File: src/rtl/srx_pkg.sv
package srx_pkg;
   typedef enum logic [1:0] {ST_IDLE, ST_START, ST_DATA, ST_STOP} rx_state_e;

   function automatic logic maj3(input logic a, input logic b, input logic c);
      return (a & b) | (a & c) | (b & c);
   endfunction
endpackage

File: src/rtl/srx_sync.sv
module srx_sync #(
   parameter int STAGES = 2
) (
   input  logic clk,
   input  logic rst_n,
   input  logic d,
   output logic q
);
   generate
      if (STAGES == 0) begin : g_bypass
         assign q = d;
      end else begin : g_chain
         logic [STAGES-1:0] sr_q;
         always_ff @(posedge clk or negedge rst_n) begin
            if (!rst_n) sr_q <= '1;
            else        sr_q <= {sr_q[STAGES-2:0], d};
         end
         assign q = sr_q[STAGES-1];
      end
   endgenerate
endmodule

File: src/rtl/srx_frame.sv
module srx_frame
   import srx_pkg::*;
#(
   parameter int DW  = 8,
   parameter int OVS = 16
) (
   input  logic        clk,
   input  logic        rst_n,
   input  logic        clr,
   input  logic        tick,
   input  logic        nine,
   input  logic        rxd,
   output logic        done,
   output logic [DW:0] word,
   output logic        ferr
);
   localparam int CW  = $clog2(OVS);
   localparam int MID = OVS / 2;
   localparam int BW  = $clog2(DW + 1);

   rx_state_e      st_q;
   logic [CW-1:0]  cnt_q;
   logic [BW-1:0]  bidx_q;
   logic [BW-1:0]  last;
   logic [DW:0]    shreg_q;
   logic           prev_q, va_q, vb_q, nine_q, done_q, ferr_q;

   assign last = nine_q ? BW'(DW) : BW'(DW - 1);

   always_ff @(posedge clk or negedge rst_n) begin
      if (!rst_n) begin
         st_q <= ST_IDLE; cnt_q <= '0; bidx_q <= '0; shreg_q <= '0;
         prev_q <= 1'b1; va_q <= 1'b0; vb_q <= 1'b0; nine_q <= 1'b0;
         done_q <= 1'b0; ferr_q <= 1'b0;
      end else if (clr) begin
         st_q <= ST_IDLE; cnt_q <= '0; bidx_q <= '0; shreg_q <= '0;
         prev_q <= 1'b1; va_q <= 1'b0; vb_q <= 1'b0; nine_q <= 1'b0;
         done_q <= 1'b0; ferr_q <= 1'b0;
      end else begin
         done_q <= 1'b0;
         if (tick) begin
            prev_q <= rxd;
            cnt_q  <= (cnt_q == CW'(OVS - 1)) ? '0 : cnt_q + 1'b1;
            unique case (st_q)
               ST_IDLE: begin
                  cnt_q <= CW'(1);
                  if (prev_q && !rxd) begin
                     st_q    <= ST_START;
                     shreg_q <= '0;
                     nine_q  <= nine;
                  end
               end
               ST_START: begin
                  if (cnt_q == CW'(MID) && rxd) begin
                     st_q <= ST_IDLE;
                  end else if (cnt_q == CW'(OVS - 1)) begin
                     st_q   <= ST_DATA;
                     bidx_q <= '0;
                  end
               end
               ST_DATA: begin
                  if (cnt_q == CW'(MID - 1)) va_q <= rxd;
                  if (cnt_q == CW'(MID))     vb_q <= rxd;
                  if (cnt_q == CW'(MID + 1)) shreg_q[bidx_q] <= maj3(va_q, vb_q, rxd);
                  if (cnt_q == CW'(OVS - 1)) begin
                     if (bidx_q == last) st_q <= ST_STOP;
                     else                bidx_q <= bidx_q + 1'b1;
                  end
               end
               ST_STOP: begin
                  if (cnt_q == CW'(MID - 1)) va_q <= rxd;
                  if (cnt_q == CW'(MID))     vb_q <= rxd;
                  if (cnt_q == CW'(MID + 1)) begin
                     done_q <= 1'b1;
                     ferr_q <= ~maj3(va_q, vb_q, rxd);
                     st_q   <= ST_IDLE;
                  end
               end
               default: st_q <= ST_IDLE;
            endcase
         end
      end
   end

   assign done = done_q;
   assign word = shreg_q;
   assign ferr = ferr_q;
endmodule

File: src/rtl/srx_fifo.sv
module srx_fifo #(
   parameter int EW    = 10,
   parameter int DEPTH = 2
) (
   input  logic                       clk,
   input  logic                       rst_n,
   input  logic                       clr,
   input  logic                       push,
   input  logic [EW-1:0]              din,
   input  logic                       pop,
   output logic [EW-1:0]              dout,
   output logic [$clog2(DEPTH+1)-1:0] count,
   output logic                       full,
   output logic                       empty
);
   localparam int PW  = $clog2(DEPTH);
   localparam int CNW = $clog2(DEPTH + 1);

   logic [EW-1:0]  mem [DEPTH];
   logic [PW-1:0]  wp_q, rp_q;
   logic [CNW-1:0] cnt_q;
   logic           do_push, do_pop;

   assign full    = (cnt_q == CNW'(DEPTH));
   assign empty   = (cnt_q == '0);
   assign do_push = push && !full;
   assign do_pop  = pop && !empty;

   always_ff @(posedge clk or negedge rst_n) begin
      if (!rst_n) begin
         wp_q <= '0; rp_q <= '0; cnt_q <= '0;
      end else if (clr) begin
         wp_q <= '0; rp_q <= '0; cnt_q <= '0;
      end else begin
         if (do_push) wp_q <= (wp_q == PW'(DEPTH - 1)) ? '0 : wp_q + 1'b1;
         if (do_pop)  rp_q <= (rp_q == PW'(DEPTH - 1)) ? '0 : rp_q + 1'b1;
         if (do_push && !do_pop)      cnt_q <= cnt_q + 1'b1;
         else if (do_pop && !do_push) cnt_q <= cnt_q - 1'b1;
      end
   end

   always_ff @(posedge clk) begin
      if (do_push) mem[wp_q] <= din;
   end

   assign dout  = mem[rp_q];
   assign count = cnt_q;
endmodule

File: src/rtl/srx_top.sv
module srx_top #(
   parameter int DW          = 8,
   parameter int OVS         = 16,
   parameter int DEPTH       = 2,
   parameter int SYNC_STAGES = 2
) (
   input  logic        clk,
   input  logic        rst_n,
   input  logic        tick16,
   input  logic        rx_en,
   input  logic        nine_bit,
   input  logic        irq_en,
   input  logic        rxd,
   input  logic        rd_stb,
   output logic [DW:0] rd_data,
   output logic        rd_ferr,
   output logic        data_avail,
   output logic        irq,
   output logic        overrun
);
   localparam int EW  = DW + 2;
   localparam int CNW = $clog2(DEPTH + 1);

   if (OVS < 8 || (OVS % 2) != 0) begin : g_bad_ovs
      $error("srx_top: OVS must be even and at least 8");
   end
   if (DEPTH < 2) begin : g_bad_depth
      $error("srx_top: DEPTH must be at least 2");
   end
   if (DW < 1) begin : g_bad_dw
      $error("srx_top: DW must be at least 1");
   end

   logic           rxd_s, clr, fr_done, fr_ferr, push, pop, full, empty, ovr_q;
   logic [DW:0]    fr_word;
   logic [EW-1:0]  head;
   logic [CNW-1:0] fcount;

   assign clr = !rx_en;

   srx_sync #(.STAGES(SYNC_STAGES)) u_sync (
      .clk(clk), .rst_n(rst_n), .d(rxd), .q(rxd_s)
   );

   srx_frame #(.DW(DW), .OVS(OVS)) u_frame (
      .clk(clk), .rst_n(rst_n), .clr(clr), .tick(tick16), .nine(nine_bit),
      .rxd(rxd_s), .done(fr_done), .word(fr_word), .ferr(fr_ferr)
   );

   assign push = fr_done && !ovr_q && !full;
   assign pop  = rd_stb && !empty;

   always_ff @(posedge clk or negedge rst_n) begin
      if (!rst_n)                    ovr_q <= 1'b0;
      else if (clr)                  ovr_q <= 1'b0;
      else if (fr_done && full)      ovr_q <= 1'b1;
   end

   srx_fifo #(.EW(EW), .DEPTH(DEPTH)) u_fifo (
      .clk(clk), .rst_n(rst_n), .clr(clr), .push(push),
      .din({fr_ferr, fr_word}), .pop(pop), .dout(head),
      .count(fcount), .full(full), .empty(empty)
   );

   assign rd_data    = head[DW:0];
   assign rd_ferr    = head[DW+1];
   assign data_avail = !empty;
   assign irq        = data_avail && irq_en;
   assign overrun    = ovr_q;
endmodule

File: config.mk
export PLATFORM = sky130hd
export DESIGN_NAME = srx_top
export DESIGN_NICKNAME = d
export VERILOG_FILES = /design/src/rtl/srx_pkg.sv /design/src/rtl/srx_sync.sv /design/src/rtl/srx_frame.sv /design/src/rtl/srx_fifo.sv /design/src/rtl/srx_top.sv
export SDC_FILE = /design/constraint.sdc
export NUM_CORES = 1
export LEC_CHECK = 0
export BUFFER_PORTS_ARGS = -buffer_cell sky130_fd_sc_hd__clkbuf_2
export CAP_MARGIN = 20
export CORE_ASPECT_RATIO = 1.2
export CORE_UTILIZATION = 35
export CTS_BUF_LIST = sky130_fd_sc_hd__clkbuf_16
export DETAILED_ROUTE_END_ITERATION = 10
export GPL_ROUTABILITY_DRIVEN = 0
export GPL_TIMING_DRIVEN = 0
export PLACE_DENSITY = 0.58
export SYNTH_ARGS = -nofsm -noshare
export SYNTH_HDL_FRONTEND = slang
export SYNTH_SLANG_ARGS = --single-unit
export TNS_END_PERCENT = 10
File: constraint.sdc
create_clock -name clk -period 6.3 [get_ports clk]
set_input_delay 0.315 -clock clk [delete_from_list [all_inputs] [get_ports clk]]
set_output_delay 0.315 -clock clk [all_outputs]
set_load 0.05 [all_outputs]
==> flow_metrics.py, run 1 <==
metrics = {
    "cts": {
        "clk_pin_slew_worst_paths_ns": 0.07,
        "cts-resized-gates": 0,
        "clockBufferDepth": 2,
        "numCtsBuffers": 5,
        "cts.htree.levels": 2,
        "cts-root-buf": "clkbuf_16",
        "cts_tree": "done",
        "post_cts_buffers": 0,
        "hold_buffers": 0,
        "clock_sink_count": 52,
        "worstSkewPairLatency_ns": 0.29,
    },
    "cells_and_area": {
        "drive_gt1_frac": 0.281,
        "insertedDiodeCount": 0,
        "n_fill_cell": 684,
        "fin_cells": 332,
        "seq_area_sq_mm": 0.00141,
        "fin_util": 0.416,
        "multi_input_area_sq_mm": 0.00115,
        "final_net_count": 256,
        "final_area_sq_mm": 0.00304,
        "area_growth_pct": 14.1,
    },
    "detailed_routing": {
        "drcViolationCount": 0,
        "dr_wl_met3_um": 102,
        "wl_met2_mm": 2.44,
        "vias": 1737,
        "drtIter0Drc": 67,
        "wl_met1_mm": 2.32,
        "totalWireLength_mm": 4.93,
        "ant_nets": 0,
        "first_pass_iters": 4,
        "maxUsedRoutingLayer": "met4",
        "wl_per_cell_um": 14.8,
        "viasPerCell": 5.23,
    },
    "setup_path": {
        "crit_arrival_ns": 2.28,
        "path_class": "flip-flop to flip-flop",
        "cp_top_family": "simple AND/OR/NAND/NOR gates",
        "startpoint_type": "flip-flop",
        "cpPeakStageDelay_ns": 0.84,
        "path_buf_inv": 0,
        "required_ns": 6.21,
        "cp_slowest_cell": "nor2b_1",
        "end_kind": "flip-flop",
        "cp_cell_sequence": "nor2b_1, nor3b_1, nor2b_1",
        "cp_max_fo": 10,
        "path_common_cell": "nor2b_1",
    },
    "timing": {
        "tightest_slew_ns": 0.954,
        "drv_slew": 0,
        "fin_crit_ns": 2.37,
        "rsz0062_at_grt": "no",
        "setup_viol": 0,
        "tns_ns": 0,
        "hold_violations": 0,
        "slew_headroom": 0.363,
        "fmax_mhz": 423,
        "fin_worst_skew_ns": 0.00476,
        "fin_crit_sh": 0.376,
    },
    "synthesis": {
        "synth_top_cell_area_share": 0.272,
        "syn_area_sq_mm": 0.00267,
        "synth_top_cell_by_area": "dfrtp_1",
        "yosys_warnings": 0,
        "synth-seq-cells": 52,
        "synth_enable_flop_cells": 20,
        "yosysMostFrequentCell": "dfrtp_1",
        "ys.flop_type": "dfrtp_1",
        "synth_cells": 215,
        "synth_common_cells": "dfrtp_1, edfxtp_1, nor2_1, a21oi_1, mux2_2",
        "avgSynthCellArea_sq_um": 12.4,
        "async_reset_ff_frac": 0.615,
        "syn_nets": 230,
        "ys_top_cells_by_area": "dfrtp_1, edfxtp_1, mux2_2",
        "yosysSeqAreaShare": 0.527,
        "ys_types": 51,
    },
    "hold_path": {
        "hp-class": "primary input to flip-flop",
    },
    "floorplan": {
        "num_rows": 34,
        "dieArea_sq_mm": 0.00797,
        "coreArea_sq_mm": 0.00732,
        "die_y_um": 97.6,
        "ios": 21,
        "fp.dieW_um": 81.7,
        "start_util": 0.364,
    },
    "place": {
        "postPlaceCellArea_sq_mm": 0.00287,
        "numPortBuffers": 19,
        "dp_hpwl_mm": 3.48,
        "placed_cells": 324,
    },
    "global_routing": {
        "grt_pass1_wl_mm": 8.33,
        "overflow": 0,
        "antenna_found_initial": 0,
        "grt_usage": 0.136,
        "first_global_vias": 1703,
        "grt_max_degree": 33,
    },
    "power_and_ir_drop": {
        "power_density_mw_per_mm2": 232,
        "leakagePower_nw": 1.20,
        "ir_drop_v": 0.000108,
    },
    "run": {
        "drv_cap": 0,
    },
    "status": {
        "outcome": "finished clean",
    },
}
[registers in the layout, summed over array words and instances, names as in the netlist, 2 cells and up]
name / cells
u_frame.st_q: 2
u_sync.g_chain.sr_q: 2
u_fifo.count: 2
u_frame.word: 9
u_frame.cnt_q: 4
u_fifo.mem: 20
u_frame.bidx_q: 4
[worst paths after layout]
| check | from | endpoint | slack (ns) | cells past startpoint |
|---|---|---|---|---|
| min in group asynchronous | rst_n | u_frame.word[6]$_DFFE_PN0P_ | 0.11 | 1 |
| worst max register to register | u_fifo.count[1]$_DFFE_PN0P_ | u_fifo.mem[0][4]$_DFFE_PP_ | 3.93 | 3 |
| worst max-delay path | u_fifo.count[1]$_DFFE_PN0P_ | u_fifo.mem[0][4]$_DFFE_PP_ | 3.93 | 3 |
| worst min register to register | u_sync.g_chain.sr_q[0]$_DFF_PN1_ | u_sync.g_chain.sr_q[1]$_DFF_PN1_ | 0.36 | 0 |
| max in group asynchronous | rst_n | u_frame.cnt_q[1]$_DFFE_PN0N_ | 5.66 | 1 |
| worst min-delay path | rxd | u_sync.g_chain.sr_q[0]$_DFF_PN1_ | 0.10 | 1 |
[worst reg2reg max path: cells and delay by family, from the launching register on]
family	cells	cell delay, ns
DFF	1	0.41
and+or+nand+nor	3	1.59
[power by group]
part	switching, W	total [W]	internal [W]
sequential	0.00000348	0.000357	0.000353
combinational	0.0000225	0.0000399	0.0000174
clock	0.000122	0.000309	0.000187
[layer usage]
| layer | track usage | up-vias |
|---|---|---|
| met3 | 0.0225 | 5 |
| met5 | 0 | - |
| met2 | 0.224 | 21 |
| met4 | 0.0486 | 0 |
| met1 | 0.176 | 859 |
| li1 | - | 852 |
[layout by cell type, fill, tap and decap left out, types with 2 or more instances in the layout]
| cell type | count |
|---|---|
| dfrtp_1 | 29 |
| edfxtp_1 | 20 |
| clkbuf_2 | 19 |
| nor2_1 | 15 |
| a21oi_1 | 14 |
| mux2_2 | 11 |
| inv_1 | 10 |
| o21ai_0 | 10 |
| a211o_2 | 8 |
| a22o_1 | 8 |
| ha_1 | 7 |
| nand2_1 | 6 |
| nor2b_1 | 5 |
| and2_1 | 5 |
| mux2i_1 | 5 |
| clkbuf_16 | 5 |
| clkbuf_1 | 3 |
| buf_6 | 3 |
| and3b_1 | 3 |
| nand2b_1 | 3 |
| xor2_1 | 3 |
| nand3_1 | 3 |
| nand4_1 | 3 |
| xnor2_1 | 3 |
| dfstp_2 | 3 |
| or2_2 | 2 |
| buf_2 | 2 |
| and3_1 | 2 |
| a311oi_1 | 2 |
| o22ai_1 | 2 |
| a2111oi_4 | 2 |
| o211ai_1 | 2 |
[cell type report]
class,instances,share of cell area
flip-flops and latches,52,0.462
multi-input cells,144,0.379
clock buffers,5,0.0412
well taps,90,0.0370
repair buffers,19,0.0313
plain buffers,9,0.0226
clock inverters,3,0.0140
inverters,10,0.0123
[cells by family after synthesis]
logic type      count (synthesis)  share of synthesized area
compound gates                 59                      0.189
simple gates                   56                      0.126
flops                          52                      0.527
buf+inv                        19                     0.0399
mux                            16                     0.0653
fa+ha+maj                       7                     0.0329
xor+xnor                        6                     0.0197
[metrics by stage]
| step | hold WS, ns | setup slack, ns | power (W) |
|---|---|---|---|
| 3_5_place_dp | 0.349 | 3.90 | 0.000404 |
| 2_1_floorplan | 0.0194 | 4.22 | 0.000391 |
| 6_report | 0.103 | 3.93 | 0.000706 |
| 4_1_cts | 0.101 | 3.88 | 0.000712 |
| 5_1_grt | 0.0984 | 3.74 | 0.000733 |
| 3_3_place_gp | 0.346 | 3.94 | 0.000403 |
No activity file was read; power rests on OpenSTA's default activity.
==> inputs of run 2 (changes only) <==
clock period = 2.4 ns   (was 6.3 ns; I/O delays follow)
==> flow_metrics.py, run 2 (same netlist as run 1, synthesis figures left out) <==
metrics = {
    "cts": {
        "clk_pin_slew_worst_paths_ns": 0.07,
        "post_cts_buffers": 0,
        "cts_tree": "done",
        "cts.htree.levels": 2,
        "cts-root-buf": "clkbuf_16",
        "worstSkewPairLatency_ns": 0.29,
        "clockBufferDepth": 2,
        "clock_sink_count": 52,
        "numCtsBuffers": 5,
    },
    "cells_and_area": {
        "mostFrequentLayoutCells": "dfrtp_1, edfxtp_1, clkbuf_2",
        "drive_gt1_frac": 0.283,
        "final_area_sq_mm": 0.00306,
        "final_net_count": 258,
        "largest-register": "u_fifo.mem",
        "insertedDiodeCount": 0,
        "largest_reg_flops": 20,
        "fin_util": 0.419,
        "area_growth_pct": 14.9,
        "final_common_cell": "dfrtp_1",
    },
    "global_routing": {
        "grt_pass1_wl_mm": 8.40,
        "antenna_found_initial": 0,
        "grt_usage": 0.137,
        "first_global_vias": 1721,
        "grt_max_degree": 33,
        "overflow": 0,
    },
    "floorplan": {
        "ios": 21,
        "fp.dieW_um": 81.7,
        "coreArea_sq_mm": 0.00732,
        "dieArea_sq_mm": 0.00797,
        "die_y_um": 97.6,
        "start_util": 0.364,
        "num_rows": 34,
    },
    "timing": {
        "slew_headroom": 0.450,
        "rsz0062_at_grt": "no",
        "hold-worst-slack_ns": 0.117,
        "fin_worst_skew_ns": 0.00490,
        "fin_crit_ns": 2.14,
        "fmax_mhz": 467,
        "fin_crit_sh": 0.893,
        "tightest_slew_ns": 0.825,
        "hold_violations": 0,
        "setup_viol": 0,
        "drv_slew": 0,
    },
    "detailed_routing": {
        "drtIter0Drc": 62,
        "vias": 1745,
        "totalWireLength_mm": 4.94,
        "wl_per_cell_um": 14.8,
        "drcViolationCount": 0,
        "ant_nets": 0,
        "first_pass_iters": 4,
        "viasPerCell": 5.22,
    },
    "status": {
        "outcome": "finished clean",
    },
    "setup_path": {
        "crit_arrival_ns": 2.07,
        "required_ns": 2.33,
        "cp_max_fo": 10,
        "end_kind": "flip-flop",
        "startpoint_type": "flip-flop",
        "path_class": "flip-flop to flip-flop",
    },
    "place": {
        "numPortBuffers": 19,
        "dp_hpwl_mm": 3.48,
        "postPlaceCellArea_sq_mm": 0.00287,
    },
    "run": {
        "drv_cap": 0,
    },
    "power_and_ir_drop": {
        "power_density_mw_per_mm2": 605,
        "ir_drop_v": 0.000284,
        "leakagePower_nw": 1.21,
    },
    "hold_path": {
        "hp-class": "primary input to flip-flop",
    },
}
## run 2: critical path, cell delays in order, from the launching register on
cell,delay [ns]
dfrtp_1,0.41
nor2b_1,0.16
nor3b_1,0.58
nor2b_2,0.62
## run 2: metrics by stage
| stage | cells | setup slack, ns | TNS [ns] | total power [W] |
|---|---|---|---|---|
| 2_1_floorplan | 215 | 0.319 | 0 | 0.00103 |
| 3_3_place_gp | 324 | 0.0396 | 0 | 0.00106 |
| 3_5_place_dp | 324 | -0.00362 | -0.0285 | 0.00106 |
| 4_1_cts | 334 | 0.222 | 0 | 0.00187 |
| 5_1_grt | 334 | 0.0571 | 0 | 0.00193 |
| 6_report | 334 | 0.258 | 0 | 0.00185 |
## run 2: per-layer routing
| layer | share of wire | global-route usage |
|---|---|---|
| met3 | 0.021 | 0.0225 |
| met5 | 0 | 0 |
| met2 | 0.50 | 0.228 |
| met1 | 0.47 | 0.177 |
| met4 | 0.012 | 0.0486 |
## run 2: where the power goes
group | switching [W] | leakage (nW) | internal (W)
sequential | 0.00000911 | 0.576 | 0.000927
clock | 0.000320 | 0.0814 | 0.000491
combinational | 0.0000596 | 0.554 | 0.0000478
total | 0.000389 | 1.21 | 0.00147
## run 2: final timing paths
| path | from | end | slack (ns) | cells past startpoint |
|---|---|---|---|---|
| worst max-delay path | u_fifo.count[1]$_DFFE_PN0P_ | u_fifo.mem[0][4]$_DFFE_PP_ | 0.26 | 3 |
| worst min-delay path | tick16 | u_frame.prev_q$_DFFE_PN1N_ | 0.12 | 3 |
| worst max register to register | u_fifo.count[1]$_DFFE_PN0P_ | u_fifo.mem[0][4]$_DFFE_PP_ | 0.26 | 3 |
| worst min register to register | u_sync.g_chain.sr_q[0]$_DFF_PN1_ | u_sync.g_chain.sr_q[1]$_DFF_PN1_ | 0.36 | 0 |
| max in group asynchronous | rst_n | u_frame.cnt_q[1]$_DFFE_PN0N_ | 1.42 | 2 |
| min in group asynchronous | rst_n | u_frame.word[6]$_DFFE_PN0P_ | 0.46 | 2 |
## run 2: what timing repair did
action	in CTS	in global routing
setup endpoints to repair	10	0
resized for setup	1	0
hold buffers	2	0
endpoints found under the hold margin	30	0
## run 2: area by class of cell
cell class / instances / area, sq um
fill: 682 / 4250
sequential: 52 / 1410
multi-input combinational: 144 / 1160
clock buffer: 5 / 125
timing repair buffer: 21 / 115
tap: 90 / 113
buffer: 9 / 68.8
clock inverter: 3 / 42.5
inverter: 10 / 37.5
